===== config.mk =====
export PLATFORM = sky130hd
export DESIGN_NAME = fltq_latch
export DESIGN_NICKNAME = d
export VERILOG_FILES = /design/src/rtl/fltq_pkg.sv /design/src/rtl/fltq_sync.sv /design/src/rtl/fltq_qual.sv /design/src/rtl/fltq_regs.sv /design/src/rtl/fltq_latch.sv
export SDC_FILE = /design/constraint.sdc
export NUM_CORES = 1
export LEC_CHECK = 0
export BUFFER_PORTS_ARGS = -buffer_cell sky130_fd_sc_hd__buf_2
export CORE_MARGIN = 2
export CORE_UTILIZATION = 54
export CTS_CLUSTER_SIZE = 25
export DETAILED_ROUTE_END_ITERATION = 8
export PLACE_DENSITY = 0.88
export SYNTH_ARGS = -nofsm -noshare
export SYNTH_HDL_FRONTEND = slang
export SYNTH_SLANG_ARGS = --single-unit

===== constraint.sdc =====
create_clock -name clk -period 3 [get_ports clk]
set_clock_uncertainty 0.05 [all_clocks]
set_input_delay 0.3 -clock clk [delete_from_list [all_inputs] [get_ports clk]]
set_output_delay 0.3 -clock clk [all_outputs]
set_load 0.05 [all_outputs]

===== src/rtl/fltq_pkg.sv =====
package fltq_pkg;

    localparam int unsigned REG_AW = 2;

    typedef enum logic [REG_AW-1:0] {
        RA_ENABLE = 2'd0,
        RA_QSEL   = 2'd1,
        RA_FLAG   = 2'd2,
        RA_IRQEN  = 2'd3
    } reg_addr_e;

endpackage


===== src/rtl/fltq_sync.sv =====
module fltq_sync #(
    parameter int unsigned WIDTH = 4
) (
    input  logic             clk,
    input  logic             rst_n,
    input  logic [WIDTH-1:0] async_i,
    output logic [WIDTH-1:0] sync_o
);

    typedef struct packed {
        logic [WIDTH-1:0] stage1;
        logic [WIDTH-1:0] stage2;
    } sync_state_t;

    sync_state_t st_d, st_q;

    always_comb begin
        st_d        = st_q;
        st_d.stage1 = async_i;
        st_d.stage2 = st_q.stage1;
    end

    always_ff @(posedge clk or negedge rst_n) begin
        if (!rst_n) st_q <= '0;
        else        st_q <= st_d;
    end

    assign sync_o = st_q.stage2;

endmodule


===== src/rtl/fltq_qual.sv =====
module fltq_qual #(
    parameter int unsigned SEL_W = 2
) (
    input  logic             clk,
    input  logic             rst_n,
    input  logic             en_i,
    input  logic [SEL_W-1:0] sel_i,
    input  logic             smp_en_i,
    input  logic             pin_s_i,
    output logic             fire_o,
    output logic             lvl_o
);

    localparam int unsigned CNT_W = SEL_W + 1;

    typedef struct packed {
        logic [CNT_W-1:0] cnt;
    } qual_state_t;

    qual_state_t      st_d, st_q;
    logic [CNT_W-1:0] need;
    logic [CNT_W-1:0] cnt_inc;

    always_comb begin
        need    = {sel_i, 1'b1};
        cnt_inc = st_q.cnt + CNT_W'(1);
        st_d    = st_q;
        fire_o  = 1'b0;
        if (!en_i) begin
            st_d.cnt = '0;
        end else if (smp_en_i) begin
            if (!pin_s_i) begin
                st_d.cnt = '0;
            end else if (st_q.cnt < need) begin
                st_d.cnt = cnt_inc;
                fire_o   = (cnt_inc == need);
            end
        end
        lvl_o = en_i && (st_q.cnt >= need);
    end

    always_ff @(posedge clk or negedge rst_n) begin
        if (!rst_n) st_q <= '0;
        else        st_q <= st_d;
    end

    AST_LOW_SAMPLE_RESTARTS: assert property (@(posedge clk) disable iff (!rst_n)
        (en_i && smp_en_i && !pin_s_i) |=> (st_q.cnt == '0));

    AST_DISABLED_IDLE: assert property (@(posedge clk) disable iff (!rst_n)
        (!en_i) |=> (st_q.cnt == '0));

    AST_NO_STROBE_HOLD: assert property (@(posedge clk) disable iff (!rst_n)
        (en_i && !smp_en_i) |=> $stable(st_q.cnt));

endmodule


===== src/rtl/fltq_regs.sv =====
module fltq_regs
    import fltq_pkg::*;
#(
    parameter int unsigned NUM_CH = 4,
    parameter int unsigned SEL_W  = 2,
    parameter int unsigned DATA_W = 8
) (
    input  logic                    clk,
    input  logic                    rst_n,
    input  logic                    wr_en,
    input  logic [REG_AW-1:0]       wr_addr,
    input  logic [DATA_W-1:0]       wr_data,
    input  logic [REG_AW-1:0]       rd_addr,
    output logic [DATA_W-1:0]       rd_data,
    input  logic                    lock_req,
    input  logic [NUM_CH-1:0]       set_i,
    output logic [NUM_CH-1:0]       en_o,
    output logic [NUM_CH*SEL_W-1:0] sel_o,
    output logic [NUM_CH-1:0]       ie_o,
    output logic [NUM_CH-1:0]       flag_o
);

    localparam int unsigned SELS_W = NUM_CH * SEL_W;

    typedef struct packed {
        logic [NUM_CH-1:0] en;
        logic [SELS_W-1:0] sel;
        logic [NUM_CH-1:0] ie;
        logic [NUM_CH-1:0] flag;
        logic              lock;
    } reg_state_t;

    reg_state_t        st_d, st_q;
    logic [NUM_CH-1:0] clr;
    logic              wr_flag;

    always_comb begin
        st_d    = st_q;
        wr_flag = wr_en && (wr_addr == RA_FLAG);
        clr     = wr_flag ? wr_data[NUM_CH-1:0] : '0;
        if (wr_en && !st_q.lock && (wr_addr == RA_ENABLE)) st_d.en  = wr_data[NUM_CH-1:0];
        if (wr_en && !st_q.lock && (wr_addr == RA_QSEL))   st_d.sel = wr_data[SELS_W-1:0];
        if (wr_en && (wr_addr == RA_IRQEN))                st_d.ie  = wr_data[NUM_CH-1:0];
        st_d.flag = (st_q.flag & ~clr) | set_i;
        st_d.lock = st_q.lock | lock_req;
    end

    always_ff @(posedge clk or negedge rst_n) begin
        if (!rst_n) st_q <= '0;
        else        st_q <= st_d;
    end

    always_comb begin
        case (reg_addr_e'(rd_addr))
            RA_ENABLE: rd_data = DATA_W'(st_q.en);
            RA_QSEL:   rd_data = DATA_W'(st_q.sel);
            RA_FLAG:   rd_data = DATA_W'(st_q.flag);
            RA_IRQEN:  rd_data = DATA_W'(st_q.ie);
            default:   rd_data = '0;
        endcase
    end

    assign en_o   = st_q.en;
    assign sel_o  = st_q.sel;
    assign ie_o   = st_q.ie;
    assign flag_o = st_q.flag;

    AST_FLAG_STICKY: assert property (@(posedge clk) disable iff (!rst_n)
        !(wr_en && (wr_addr == RA_FLAG)) |=> ((st_q.flag & $past(st_q.flag)) == $past(st_q.flag)));

    AST_W1C_CLEARS: assert property (@(posedge clk) disable iff (!rst_n)
        (wr_en && (wr_addr == RA_FLAG) && (set_i == '0)) |=> ((st_q.flag & $past(wr_data[NUM_CH-1:0])) == '0));

    AST_SET_WINS: assert property (@(posedge clk) disable iff (!rst_n)
        (set_i != '0) |=> ((st_q.flag & $past(set_i)) == $past(set_i)));

    AST_FLAG_NEEDS_SET: assert property (@(posedge clk) disable iff (!rst_n)
        ((st_q.flag & ~$past(st_q.flag) & ~$past(set_i)) == '0));

    AST_LOCK_FREEZES: assert property (@(posedge clk) disable iff (!rst_n)
        st_q.lock |=> (st_q.lock && $stable(st_q.en) && $stable(st_q.sel)));

endmodule


===== src/rtl/fltq_latch.sv =====
module fltq_latch
    import fltq_pkg::*;
#(
    parameter int unsigned NUM_CH = 4,
    parameter int unsigned SEL_W  = 2,
    parameter int unsigned DATA_W = 8
) (
    input  logic              clk,
    input  logic              rst_n,
    input  logic [NUM_CH-1:0] fault_pin,
    input  logic              smp_en,
    input  logic              cfg_lock,
    input  logic              wr_en,
    input  logic [REG_AW-1:0] wr_addr,
    input  logic [DATA_W-1:0] wr_data,
    input  logic [REG_AW-1:0] rd_addr,
    output logic [DATA_W-1:0] rd_data,
    output logic [NUM_CH-1:0] fault_lvl,
    output logic [NUM_CH-1:0] fault_flag,
    output logic              irq
);

    logic [NUM_CH-1:0]       pin_s;
    logic [NUM_CH-1:0]       fire;
    logic [NUM_CH-1:0]       en;
    logic [NUM_CH-1:0]       ie;
    logic [NUM_CH*SEL_W-1:0] sel;

    fltq_sync #(.WIDTH(NUM_CH)) u_sync (
        .clk     (clk),
        .rst_n   (rst_n),
        .async_i (fault_pin),
        .sync_o  (pin_s)
    );

    for (genvar ch = 0; ch < NUM_CH; ch++) begin : g_chan
        fltq_qual #(.SEL_W(SEL_W)) u_qual (
            .clk      (clk),
            .rst_n    (rst_n),
            .en_i     (en[ch]),
            .sel_i    (sel[ch*SEL_W +: SEL_W]),
            .smp_en_i (smp_en),
            .pin_s_i  (pin_s[ch]),
            .fire_o   (fire[ch]),
            .lvl_o    (fault_lvl[ch])
        );
    end

    fltq_regs #(.NUM_CH(NUM_CH), .SEL_W(SEL_W), .DATA_W(DATA_W)) u_regs (
        .clk      (clk),
        .rst_n    (rst_n),
        .wr_en    (wr_en),
        .wr_addr  (wr_addr),
        .wr_data  (wr_data),
        .rd_addr  (rd_addr),
        .rd_data  (rd_data),
        .lock_req (cfg_lock),
        .set_i    (fire),
        .en_o     (en),
        .sel_o    (sel),
        .ie_o     (ie),
        .flag_o   (fault_flag)
    );

    assign irq = |(fault_flag & ie);

    AST_IRQ_NEEDS_FLAG: assert property (@(posedge clk) disable iff (!rst_n)
        irq |-> (fault_flag != '0));

endmodule


==> results by group <==
Clock network
  – CTS Buf Count: 5
  – Clock sink count: between 40 and 50
  – CTS tree: built
  – H-tree levels: 2
  – Total setup buffers inserted after CTS: 0
  – Clock-pin transition on the worst setup and hold timing paths: roughly 80 ps
  – Hold buffer count at cts: 0
  – Clock Path Buffers: 2
  – Root buffer cell: clkbuf_8
  – Quantity of gates resized following cts: 0
  – Clk_lat worst skew: roughly 300 ps

Yosys
  – Post-Syn Instances: 213
  – Yosys reg bits: a little over 40
  – EDFF count, synth: 0
  – Ys async rst share: 1.00
  – Syn_nets: around 250
  – Synth top area cells: dfrtp_1 43%, mux2_2 7.5%, ha_1 6.2%
  – Top cells by count, synth: 41 x dfrtp_1, 16 x mux2_2, 12 x ha_1
  – Cell Area, Synth: between 0.002 and 0.0025 mm²
  – Largest area contributor in the netlist: dfrtp_1
  – Post-synth top area share: 0.425
  – Most frequent cell after synthesis: dfrtp_1
  – Mapped Avg Cell Area: about 11 µm²
  – Sequential share of the synthesized area: 0.425
  – Post-synth cell types: 40
  – Syn. warnings: 0
  – Most used DFF post-synth: dfrtp_1

Critical path
  – CP peak stage delay: roughly 440 ps
  – Worst R2R Setup Slack: 1240 ps
  – Worst Path Arrival: ~1900 ps
  – WP data required: 2650 ps
  – Cell Chain, Critical Path: ha_1 > a21oi_1 > and2_1 > nor2b_1 > buf_2
  – Crit path buf inv count: 1
  – Crit Path Class: flip-flop to primary output
  – Max FO, Critical Path: 6
  – Setup crit end kind: primary output
  – Slowest CP cell: dfrtp_1
  – Family with the most delay on the worst path: flip-flops
  – Startpoint types: flip-flop

Routing
  – DR vias: between 1500 and 2000
  – ANT nets after route: 0
  – 1st-iter DRT viols: 74
  – Final wirelength: roughly 4500 µm
  – Drt pass-1 iters: 4
  – DRC Markers: 0
  – Routed WL per cell: about 15 µm
  – Via density: ~6

Die
  – Core Box Area: 0.00432 mm²
  – Die Area: around 0.0050 mm²
  – I/O pins: 38
  – Initial Utilization: 0.558
  – Chip width: 70.9 µm
  – Chip Height: approximately 71 µm
  – Row count: 24

Global routing
  – First-pass GRT wire length: 8000 µm
  – Initial antenna violation count: 0
  – Gr ovfl total: 0
  – Largest net degree at the start of global routing: between 40 and 50
  – Global Route Usage Sum: 0.201
  – Vias in the first global route: about 1700

Cells and area
  – Nets: 280
  – Area Growth Syn to Fin: 10.7%
  – Layout cell share with drive strength beyond 1: 0.290
  – Ant. Diodes: 0

Status
  – Outcome: finished, final reports clean

Placed design
  – Post-detail-place hpwl: between 3000 and 4000 µm
  – PortBufs: 37
  – Place WS: about 1100 ps
  – Gpl congestion: 0.842

Timing
  – Setup slack after layout: 749 ps
  – RSZ-0062 raised after global routing: false
  – Final period utilization: 0.750
  – Final setup TNS: 0 ps
  – Tmin final: ~2300 ps
  – Worst-margin pin slew: between 800 and 900 ps
  – Final hold vios: 0
  – FMAX: 444 MHz
  – Slew headroom: 0.408
  – Final setup violation count: 0
  – Fin. max-slew vios: 0
  – Hold WS: ~52 ps

Worst hold path
  – Hold crit path type: primary input to flip-flop

Run
  – Max-cap viol count: 0

Pwr
  – Worst vdd ir: about 0.32 mV
  – P per Cell Area: around 460 mW/mm²
  – Pleak: around 0.0012 µW
## stage by stage
step                cell area (µm²)   util  cells  power, µW
CTS                            2670  0.618    300       1260
finish                         2670  0.618    300       1240
global route                   2670  0.618    300       1300
detailed placement             2580  0.598    292        902
global placement               2580  0.598    292        897
floorplan                      2410      -    213        840
## layout by cell type, fill, tap and decap left out, types with 6 or more instances in the layout
cell,instances
mux2_2,16
o31a_1,7
xnor2_1,10
dfrtp_1,41
nand3_1,10
and3_1,6
ha_1,12
buf_2,37
nor2b_1,9
nand2_1,10
a21oi_1,9
inv_1,10
## flip-flops by register name, indices dropped and copies added (netlist names)
signal              cells
g_chan.u_qual.st_q     12
u_regs.st_q             1
u_regs.sel_o            8
u_sync.sync_o           4
u_regs.flag_o           4
u_sync.st_d             4
u_regs.ie_o             4
u_regs.en_o             4
## layer usage
metal | track usage | up-vias | part of all wire
met5 | 0 | - | 0
met2 | 0.326 | 34 | 0.48
met1 | 0.263 | 857 | 0.45
met3 | 0.0556 | 9 | 0.046
li1 | - | 853 | -
met4 | 0.0629 | 0 | 0.018
## report_power, final
group / internal (µW) / total, µW / switching (µW) / leakage [µW]
Combinational: 88.4 / 259 / 170 / 0.000675
Sequential: 591 / 632 / 41.5 / 0.000530
Clock: 160 / 351 / 190 / 0.0000439
Total: 840 / 1240 / 402 / 0.00125
## cells by family after synthesis
logic type / count (synthesis) / synth area share
xor gates and xnor gates: 12 / 0.0435
muxes: 20 / 0.112
AOI/OAI and AO/OA: 42 / 0.129
adders and majority gates: 12 / 0.0622
buffers and inverters: 20 / 0.0482
DFF: 41 / 0.425
and+or+nand+nor: 66 / 0.180
## layout make-up
| type | instances | area, µm² |
|---|---|---|
| fill | 375 | 1650 |
| multi-input combinational | 152 | 1270 |
| sequential | 41 | 1030 |
| timing repair buffer | 37 | 185 |
| clock buffer | 5 | 68.8 |
| tap | 52 | 65.1 |
| inverter | 10 | 37.5 |
| clock inverter | 3 | 17.5 |
## worst paths after layout
path	from	end	depth (start not counted)
setup / recovery	g_chan[0].u_qual.st_q[2]	fault_lvl[0]	5
hold / removal	fault_pin[1]	u_sync.st_d[1]	1
setup reg to reg	g_chan[3].u_qual.st_q[2]	g_chan[3].u_qual.st_q[2]	4
hold reg to reg	u_sync.st_d[0]	u_sync.sync_o[0]	0
max in group asynchronous	rst_n	u_regs.sel_o[5]	1
min in group asynchronous	rst_n	g_chan[1].u_qual.st_q[2]	1
Power figures use the tool's default switching activity.
